`src/rtl/fpc_pkg.sv`:
```
package fpc_pkg;
  localparam int DATA_W  = 8;
  localparam int POLL_BIT = 7;
  localparam int TLIM_BIT = 5;

  typedef enum logic [1:0] {
    ST_IDLE  = 2'd0,
    ST_POLL  = 2'd1,
    ST_RECHK = 2'd2,
    ST_CONF  = 2'd3
  } fpc_state_e;
endpackage

```
`src/rtl/fpc_req_latch.sv`:
```
module fpc_req_latch
  import fpc_pkg::*;
#(
  parameter int ADDR_W = 21
) (
  input  logic              clk,
  input  logic              rst_n,
  input  logic              load_i,
  input  logic              op_erase_i,
  input  logic [DATA_W-1:0] exp_i,
  input  logic [ADDR_W-1:0] addr_i,
  output logic              op_erase_q_o,
  output logic [DATA_W-1:0] exp_q_o,
  output logic [ADDR_W-1:0] addr_q_o
);
  always_ff @(posedge clk or negedge rst_n) begin
    if (!rst_n) begin
      op_erase_q_o <= 1'b0;
      exp_q_o      <= '0;
      addr_q_o     <= '0;
    end else if (load_i) begin
      op_erase_q_o <= op_erase_i;
      exp_q_o      <= exp_i;
      addr_q_o     <= addr_i;
    end
  end
endmodule

```
`src/rtl/fpc_status_eval.sv`:
```
module fpc_status_eval (
  input  logic op_erase_i,
  input  logic exp_b7_i,
  input  logic dq7_i,
  input  logic dq5_i,
  output logic complete_o,
  output logic tlim_o
);
  // erase finishes on a 1, program finishes when bit 7 matches the written byte
  always_comb begin
    if (op_erase_i) complete_o = dq7_i;
    else            complete_o = (dq7_i == exp_b7_i);
    tlim_o = dq5_i;
  end
endmodule

```
`src/rtl/fpc_poll_counter.sv`:
```
module fpc_poll_counter #(
  parameter int MAX_POLLS = 4096
) (
  input  logic clk,
  input  logic rst_n,
  input  logic clr_i,
  input  logic inc_i,
  output logic last_o
);
  localparam int CW = $clog2(MAX_POLLS + 1);

  logic [CW-1:0] cnt_q;
  logic [CW-1:0] cnt_d;
  logic          cnt_en;

  always_comb begin
    cnt_en = clr_i | inc_i;
    if (clr_i) cnt_d = '0;
    else       cnt_d = cnt_q + 1'b1;
  end

  always_ff @(posedge clk or negedge rst_n) begin
    if (!rst_n)      cnt_q <= '0;
    else if (cnt_en) cnt_q <= cnt_d;
  end

  // high while the read in flight is the last one allowed
  assign last_o = (cnt_q == CW'(MAX_POLLS - 1));
endmodule

```
`src/rtl/fpc_fsm.sv`:
```
module fpc_fsm
  import fpc_pkg::*;
(
  input  logic              clk,
  input  logic              rst_n,
  input  logic              start_i,
  input  logic              rd_ack_i,
  input  logic [DATA_W-1:0] rd_data_i,
  input  logic              complete_i,
  input  logic              tlim_i,
  input  logic              last_i,
  input  logic              op_erase_q_i,
  input  logic [DATA_W-1:0] exp_q_i,
  output logic              load_o,
  output logic              cnt_clr_o,
  output logic              cnt_inc_o,
  output logic              busy_o,
  output logic              rd_req_o,
  output logic              done_o,
  output logic              fail_o,
  output logic [DATA_W-1:0] result_o
);
  fpc_state_e state_q, state_d;
  logic       fin, fin_fail;
  logic       done_q, fail_q;
  logic [DATA_W-1:0] result_q;

  always_comb begin
    state_d   = state_q;
    fin       = 1'b0;
    fin_fail  = 1'b0;
    load_o    = 1'b0;
    cnt_clr_o = 1'b0;
    cnt_inc_o = 1'b0;
    unique case (state_q)
      ST_IDLE: begin
        if (start_i) begin
          load_o    = 1'b1;
          cnt_clr_o = 1'b1;
          state_d   = ST_POLL;
        end
      end
      ST_POLL: begin
        if (rd_ack_i) begin
          cnt_inc_o = 1'b1;
          if (complete_i)  state_d = ST_CONF;
          else if (tlim_i) state_d = ST_RECHK;
          else if (last_i) begin
            fin      = 1'b1;
            fin_fail = 1'b1;
            state_d  = ST_IDLE;
          end
        end
      end
      ST_RECHK: begin
        if (rd_ack_i) begin
          if (complete_i) state_d = ST_CONF;
          else begin
            fin      = 1'b1;
            fin_fail = 1'b1;
            state_d  = ST_IDLE;
          end
        end
      end
      ST_CONF: begin
        if (rd_ack_i) begin
          fin = 1'b1;
          if (op_erase_q_i) fin_fail = ~rd_data_i[POLL_BIT];
          else              fin_fail = (rd_data_i != exp_q_i);
          state_d = ST_IDLE;
        end
      end
      default: state_d = ST_IDLE;
    endcase
  end

  always_ff @(posedge clk or negedge rst_n) begin
    if (!rst_n) begin
      state_q <= ST_IDLE;
      done_q  <= 1'b0;
    end else begin
      state_q <= state_d;
      done_q  <= fin;
    end
  end

  always_ff @(posedge clk or negedge rst_n) begin
    if (!rst_n) begin
      fail_q   <= 1'b0;
      result_q <= '0;
    end else if (fin) begin
      fail_q   <= fin_fail;
      result_q <= rd_data_i;
    end
  end

  assign busy_o   = (state_q != ST_IDLE);
  assign rd_req_o = (state_q != ST_IDLE);
  assign done_o   = done_q;
  assign fail_o   = fail_q;
  assign result_o = result_q;
endmodule

```
`src/rtl/flash_poll_ctrl.sv`:
```
module flash_poll_ctrl
  import fpc_pkg::*;
#(
  parameter int ADDR_W    = 21,
  parameter int MAX_POLLS = 4096
) (
  input  logic              clk,
  input  logic              rst_n,
  input  logic              start_i,
  input  logic              op_erase_i,
  input  logic [7:0]        exp_data_i,
  input  logic [ADDR_W-1:0] poll_addr_i,
  output logic              busy_o,
  output logic              rd_req_o,
  output logic [ADDR_W-1:0] rd_addr_o,
  input  logic              rd_ack_i,
  input  logic [7:0]        rd_data_i,
  output logic              done_o,
  output logic              fail_o,
  output logic [7:0]        result_o
);
  logic [1:0] rst_sync_q;
  logic       rst_n_int;

  always_ff @(posedge clk or negedge rst_n) begin
    if (!rst_n) rst_sync_q <= 2'b00;
    else        rst_sync_q <= {rst_sync_q[0], 1'b1};
  end
  assign rst_n_int = rst_sync_q[1];

  logic              load, cnt_clr, cnt_inc, last_poll;
  logic              op_erase_q;
  logic [DATA_W-1:0] exp_q;
  logic              complete, tlim;

  fpc_req_latch #(.ADDR_W(ADDR_W)) u_latch (
    .clk          (clk),
    .rst_n        (rst_n_int),
    .load_i       (load),
    .op_erase_i   (op_erase_i),
    .exp_i        (exp_data_i),
    .addr_i       (poll_addr_i),
    .op_erase_q_o (op_erase_q),
    .exp_q_o      (exp_q),
    .addr_q_o     (rd_addr_o)
  );

  fpc_status_eval u_eval (
    .op_erase_i (op_erase_q),
    .exp_b7_i   (exp_q[POLL_BIT]),
    .dq7_i      (rd_data_i[POLL_BIT]),
    .dq5_i      (rd_data_i[TLIM_BIT]),
    .complete_o (complete),
    .tlim_o     (tlim)
  );

  fpc_poll_counter #(.MAX_POLLS(MAX_POLLS)) u_cnt (
    .clk    (clk),
    .rst_n  (rst_n_int),
    .clr_i  (cnt_clr),
    .inc_i  (cnt_inc),
    .last_o (last_poll)
  );

  fpc_fsm u_fsm (
    .clk          (clk),
    .rst_n        (rst_n_int),
    .start_i      (start_i),
    .rd_ack_i     (rd_ack_i),
    .rd_data_i    (rd_data_i),
    .complete_i   (complete),
    .tlim_i       (tlim),
    .last_i       (last_poll),
    .op_erase_q_i (op_erase_q),
    .exp_q_i      (exp_q),
    .load_o       (load),
    .cnt_clr_o    (cnt_clr),
    .cnt_inc_o    (cnt_inc),
    .busy_o       (busy_o),
    .rd_req_o     (rd_req_o),
    .done_o       (done_o),
    .fail_o       (fail_o),
    .result_o     (result_o)
  );
endmodule

```
`config.mk`:
```
export PLATFORM = sky130hd
export DESIGN_NAME = flash_poll_ctrl
export DESIGN_NICKNAME = d
export VERILOG_FILES = /design/src/rtl/fpc_pkg.sv /design/src/rtl/fpc_req_latch.sv /design/src/rtl/fpc_status_eval.sv /design/src/rtl/fpc_poll_counter.sv /design/src/rtl/fpc_fsm.sv /design/src/rtl/flash_poll_ctrl.sv
export SDC_FILE = /design/constraint.sdc
export NUM_CORES = 1
export LEC_CHECK = 0
export ABC_AREA = 1
export BUFFER_PORTS_ARGS = -buffer_cell sky130_fd_sc_hd__buf_2
export CORE_MARGIN = 3
export CORE_UTILIZATION = 50
export CTS_CLUSTER_SIZE = 12
export DETAILED_ROUTE_END_ITERATION = 8
export GPL_TIMING_DRIVEN = 0
export PLACE_DENSITY = 0.77
export RECOVER_POWER = 100
export SLEW_MARGIN = 20
export SYNTH_ARGS = -nofsm -noshare
export SYNTH_HDL_FRONTEND = slang
export SYNTH_SLANG_ARGS = --single-unit
export TNS_END_PERCENT = 30
```
`constraint.sdc`:
```
create_clock -name clk -period 2.2 [get_ports clk]
set_input_delay 0.44 -clock clk [delete_from_list [all_inputs] [get_ports clk]]
set_output_delay 0.44 -clock clk [all_outputs]
set_load 0.01 [all_outputs]
```
==> results of run 1 <==
## power breakdown
group	internal [µW]	switching, µW
clock network	521	418
logic	527	912
registers	1470	289
total	2510	1620
## metrics by stage
step	cell area (µm²)	util	std cells	setup WS (ps)
after floorplan	2680	-	335	496
after global placement	3140	0.611	479	-108
after detailed placement	3140	0.611	479	557
after CTS	3340	0.650	496	394
after global routing	3270	0.636	496	173
final	3270	0.636	496	347
## final timing paths
kind                                start             endpoint  slack, ps  cells past startpoint
setup / recovery           u_cnt.cnt_q[0]    u_fsm.result_o[0]        350                      9
min in group asynchronous           rst_n        rst_sync_q[0]        440                      2
hold reg to reg             rst_sync_q[0]        rst_sync_q[1]        370                      0
setup reg to reg           u_cnt.cnt_q[0]    u_fsm.result_o[0]        350                      9
hold / removal             poll_addr_i[7]  u_latch.addr_q_o[7]        300                      3
max in group asynchronous   rst_sync_q[1]       u_cnt.cnt_q[6]        990                      0
## final cells by class
type                    count  area share
well taps                  70      0.0268
flip-flops and latches     57       0.437
clock buffers              11      0.0402
inverters                  27      0.0318
clock inverters             5      0.0172
plain buffers               9      0.0126
repair buffers             75       0.104
multi-input cells         242       0.331
## critical path, delay by kind of cell (launching register included)
kind | cells | cell delay (ps)
adder cells (fa/ha/maj) | 1 | 320
flip-flops | 1 | 370
AND/OR/NAND/NOR | 8 | 1090
## flip-flops by register name (all words and copies together) (netlist names)
signal	flops
rst_sync_q	2
u_latch.addr_q_o	21
u_fsm.fail_o	1
u_cnt.cnt_q	13
u_latch.op_erase_q_o	1
u_fsm.state_q	2
u_latch.exp_q_o	8
u_fsm.result_o	8
u_fsm.done_o	1
## cell usage in the layout (no fill, tap or decap), drive strengths merged, types with 3 or more instances in the layout
cell / netlist / routed
nand4: 7 / 7
inv: 27 / 27
nand3: 24 / 24
nor2: 24 / 24
clkinv: 0 / 3
buf: 8 / 44
nor3: 3 / 3
clkbuf: 1 / 50
dfrtp: 57 / 57
o21ai: 11 / 11
a21oi: 7 / 7
nand2: 153 / 153
## layer usage
metal | share of wire | wire (µm) | global-route usage | vias to the layer above
li1 | - | - | - | 1227
met1 | 0.46 | 2730 | 0.280 | 1083
met2 | 0.46 | 2760 | 0.337 | 80
met3 | 0.067 | 400 | 0.0578 | 6
met4 | 0.013 | 76 | 0.0825 | 0
met5 | 0 | 0 | 0 | -
## cells by family after synthesis
| logic type | after synthesis | synth area share |
|---|---|---|
| simple gates | 215 | 0.351 |
| flops | 57 | 0.532 |
| buf+inv | 36 | 0.0560 |
| compound gates | 21 | 0.0420 |
| xor+xnor | 4 | 0.0131 |
| fa+ha+maj | 1 | 0.00467 |
| other cells | 1 | 0.00140 |
==> flow_metrics.env, run 1 <==
export IMPL_diodes=0
export IMPL_synth_nets=378
export IMPL_status="completed"
export IMPL_io_pins=75
export IMPL_hold_slack_ps=299
export IMPL_yosysWarnings=0
export IMPL_drive_gt1_frac=0.169
export IMPL_syn_cell_area_um2=2680
export IMPL_antenna_found_initial=0
export IMPL_cts_buffers=9
export IMPL_synth_largest_area_cell="dfrtp_1"
export IMPL_drt_initial_drc_count=116
export IMPL_track_usage=0.213
export IMPL_place_congestion=0.850
export IMPL_yosysUniqueCellTypes=31
export IMPL_cp_required_ps=2470
export IMPL_hold_viol=0
export IMPL_drtAntennaViolNets=0
export IMPL_cpMostUsedCell="nand2_1"
export IMPL_clock_skew_ps=6.05
export IMPL_rows=26
export IMPL_leakagePower_uw=0.00170
export IMPL_min_period_ps=1850
export IMPL_drv_cap=0
export IMPL_initial_core_util=0.521
export IMPL_first_pass_iters=4
export IMPL_ys_top_cells_by_area="dfrtp_1 53%, nand2_1 21%, nand3_1 3.9%, inv_1 3.1%, nor2_1 2.7%"
export IMPL_yosysMostFrequentCell="nand2_1"
export IMPL_vias=2396
export IMPL_async_flop_share=1.00
export IMPL_critPathArrivalTime_ps=2120
export IMPL_cpPeakStageDelay_ps=370
export IMPL_hold_class="primary input to register"
export IMPL_p_total_uw=4130
export IMPL_fp_coreArea_um2=5140
export IMPL_synth_edff_count=0
export IMPL_synth_avg_cell_area_um2=8.00
export IMPL_dp_hpwl_um=4260
export IMPL_grt_max_degree=56
export IMPL_wl_per_cell_um=12.0
export IMPL_clkTransAtPathRegs_ps=70
export IMPL_path_cells="ha_1 -> nand2_1 -> nor2_4 -> nand3_2 -> nor2_4 -> nand3_4 -> nand2_1 -> nand2_1 -> nand2_1"
export IMPL_grt_pass1_wl_um=10500
export IMPL_drc=0
export IMPL_synth_top_area_share=0.532
export IMPL_synth_flop_cell="dfrtp_1"
export IMPL_crit_path_max_fanout=10
export IMPL_die_h_um=79.2
export IMPL_grt_pass1_vias=2369
export IMPL_synth_common_cells="148 x nand2_1, 57 x dfrtp_1, 22 x inv_1"
export IMPL_fillCellCount=501
export IMPL_slew_violations=0
export IMPL_clkLatencyLatePin_ps=330
export IMPL_tns_ps=0
export IMPL_layout_nets=464
export IMPL_drt_total_wl_um=5970
export IMPL_setup_violations=0
export IMPL_syn2layout_area_growth_pct=21.9
export IMPL_avgViaCountPerCell=4.83
export IMPL_tritoncts="built"
export IMPL_timing_fmax_ghz=0.540
export IMPL_die_area_um2=6270
export IMPL_cts_resized=0
export IMPL_crit_path_end_kind="register"
export IMPL_powerDensity_nw_per_um2=1260
export IMPL_cts_sinks=57
export IMPL_startpoint_type="register"
export IMPL_portBuffers=74
export IMPL_synth_seq_cells=57
export IMPL_die_w_um=79.2
export IMPL_slew_headroom=0.234
export IMPL_post_cts_setup_buffers=0
export IMPL_hold_buffers=1
export IMPL_ir_worst_vdd_v=0.000695
export IMPL_yosysSeqAreaShare=0.532
export IMPL_clk_root_buffer_cell="clkbuf_8"
export IMPL_cts_buffer_depth=2
export IMPL_grt_overflow=0
export IMPL_period_share=0.842
export IMPL_cp_slowest_cell="dfrtp_1"
export IMPL_seqCellArea_um2=1430
export IMPL_rsz0062_at_grt="false"
export IMPL_htree_levels=3
export IMPL_critPathKind="register to register"
export IMPL_syn_inst=335
export IMPL_multi_input_area_um2=1080
export IMPL_tightest_slew_ps=1150
No activity file was read; power rests on OpenSTA's default activity.
==> inputs of run 2 (changes only) <==
Settings changed: CORE_UTILIZATION 50 to 47, PLACE_DENSITY 0.77 to 0.76.
Clock period 2.2 ns to 1.7 ns, I/O delays scaled along.
==> run 2 against run 1 <==
Net effect:
- sequential power is 31% higher
- register-to-register slack got worse by 210 ps
- worst setup slack worse by 260 ps
- via count increased by 0.42%
- clock power is 52% higher
- power increased by 36%
- worst hold slack worse by 110 ps
- flip-flop and latch count stayed put
- sequential share of layout area fell by 0.78 points
- highest routed layer unchanged
==> flow_metrics.env, run 2 (synthesis gave the netlist of run 1 again) <==
export IMPL_first_pass_iters=4
export IMPL_crit_path_max_fanout=5
export IMPL_cts_buffer_depth=2
export IMPL_setup_violations=0
export IMPL_sw_frac_of_total=0.388
export IMPL_drc=0
export IMPL_cts_sinks=57
export IMPL_endpoint="rd_req_o"
export IMPL_internal_power_uw=3440
export IMPL_regMostFlops="u_latch.addr_q_o"
export IMPL_vias=2406
export IMPL_slew_headroom=0.222
export IMPL_critPathArrivalTime_ps=1270
export IMPL_clk_root_buffer_cell="clkbuf_8"
export IMPL_reg2reg_to="u_cnt.cnt_q[9]"
export IMPL_slew_violations=0
export IMPL_rsz0062_at_grt="false"
export IMPL_power_frac_comb=0.337
export IMPL_grt_pass1_wl_um=10300
export IMPL_post_cts_setup_buffers=0
export IMPL_period_share=0.947
export IMPL_tritoncts="built"
export IMPL_cp_required_ps=1360
export IMPL_min_period_ps=1610
export IMPL_cp_startpoint="u_fsm.state_q[1]"
export IMPL_tns_ps=0
export IMPL_setup_slack_ps=89.3
export IMPL_critPathTopFamily="flip-flops"
export IMPL_grt_pass1_vias=2316
export IMPL_largest_reg_flops=21
export IMPL_antenna_found_initial=0
export IMPL_portBuffers=74
export IMPL_drive_gt1_frac=0.190
export IMPL_tightest_slew_ps=1170
export IMPL_hold_slack_ps=190
export IMPL_path_cells="nor2_2 -> inv_1 -> buf_4 -> buf_2"
export IMPL_status="completed"
export IMPL_crit_buf_inv=3
export IMPL_cts_buffers=9
export IMPL_layout_common_cells="150 x nand2_1, 55 x dfrtp_1, 44 x buf_2"
export IMPL_initial_core_util=0.505
export IMPL_r2r_start="u_fsm.state_q[1]"
export IMPL_timing_fmax_ghz=0.621
export IMPL_clockPowerShare=0.255
export IMPL_hold_viol=0
export IMPL_avgViaCountPerCell=4.85
export IMPL_cp_num_cells=4
export IMPL_track_usage=0.205
export IMPL_dp_hpwl_um=4330
export IMPL_drtAntennaViolNets=0
export IMPL_reg_top3="u_latch.addr_q_o x21, u_cnt.cnt_q x13"
export IMPL_drt_initial_drc_count=138
export IMPL_io_pins=75
export IMPL_clkLatencyLatePin_ps=340
export IMPL_die_w_um=81.5
export IMPL_clkTransAtPathRegs_ps=70
export IMPL_p_switching_uw=2180
export IMPL_hold_class="primary input to register"
export IMPL_grt_overflow=0
export IMPL_cpPeakStageDelay_ps=450
export IMPL_syn2layout_area_growth_pct=24.3
export IMPL_p_seq_frac=0.407
export IMPL_layout_nets=464
export IMPL_reg2reg_slack_ps=140
export IMPL_fp_coreArea_um2=5300
export IMPL_die_h_um=81.5
export IMPL_powerDensity_nw_per_um2=1690
export IMPL_drv_cap=0
export IMPL_leakagePower_uw=0.00172
export IMPL_wl_per_cell_um=12.2
export IMPL_cp_slowest_cell="dfrtp_2"
export IMPL_final_area_um2=3330
export IMPL_crit_path_end_kind="output port"
export IMPL_reg2reg_depth=9
export IMPL_critPathKind="register to output port"
export IMPL_place_congestion=0.874
export IMPL_die_area_um2=6640
export IMPL_startpoint_type="register"
export IMPL_clock_skew_ps=7.68
export IMPL_grt_max_degree=56
export IMPL_rows=26
export IMPL_pre_cts_ws_ps=76.1
export IMPL_diodes=0
export IMPL_placed_area_um2=3140
export IMPL_htree_levels=3
export IMPL_mostFrequentLayoutCell="nand2_1"
export IMPL_ir_worst_vdd_v=0.000798
export IMPL_drt_total_wl_um=6050
## run 2: cell count changes in the layout (fill, tap and decap cells not counted), moves of 2 or more
cell,before,now
clkinv_2,2,0
nand2_1,152,150
clkbuf_1,40,35
clkbuf_2,0,3
inv_6,0,2
## run 2: worst min-delay path by stage
stage          cells past startpoint       startpoint              endpoint
3_3_place_gp                       1            rst_n         rst_sync_q[0]
6_report                           3  poll_addr_i[15]  u_latch.addr_q_o[15]
3_5_place_dp                       1            rst_n         rst_sync_q[0]
2_1_floorplan                      0            rst_n         rst_sync_q[0]
4_1_cts                            3  poll_addr_i[14]  u_latch.addr_q_o[14]
5_1_grt                            3  poll_addr_i[13]  u_latch.addr_q_o[13]
## run 2: cell type report
class | instances | area (µm²)
Multi-Input combinational cell | 242 | 1100
Fill cell | 494 | 1970
Inverter | 27 | 104
Clock inverter | 7 | 101
Tap cell | 70 | 87.6
Sequential cell | 57 | 1430
Timing Repair Buffer | 75 | 339
Clock buffer | 9 | 124
Buffer | 9 | 45.0
## run 2: power groups by stage
stage               sequential [µW]  combinational (µW)  clock, µW
global route                   2360                2190       1550
finish                         2290                1900       1430
detailed placement             2270                2020          0
global placement               2270                1940          0
CTS                            2270                2030       1470
floorplan                      2390                1160          0
## run 2: worst register-to-register path: stages, from the launching register on
cell and delay (ps):
dfrtp_2 450, nor2_2 150, nand2_1 120, nand2_1 150, nand3_1 100, nor2_1 210
nand2_1 110, nand2_1 70, nand2_1 40, nor2_1 90
## run 2: layer usage
| layer | up-vias | global-route usage | wire length (µm) |
|---|---|---|---|
| met5 | - | 0 | 0 |
| met3 | 4 | 0.0647 | 412 |
| met2 | 81 | 0.325 | 2890 |
| met1 | 1093 | 0.265 | 2690 |
| li1 | 1228 | - | - |
| met4 | 0 | 0.0676 | 56 |
## run 2: metrics by stage
| stage | power [µW] | cells | utilization |
|---|---|---|---|
| 6_report | 5620 | 496 | 0.628 |
| 5_1_grt | 6100 | 496 | 0.628 |
| 2_1_floorplan | 3550 | 335 | - |
| 3_5_place_dp | 4290 | 479 | 0.592 |
| 3_3_place_gp | 4210 | 479 | 0.592 |
| 4_1_cts | 5770 | 496 | 0.637 |
## run 2: what timing repair did
item	4_1_cts	5_1_grt
hold buffers	1	0
gates resized for setup	1	3
setup endpoints to repair	1	12
endpoints found under the hold margin	2	0
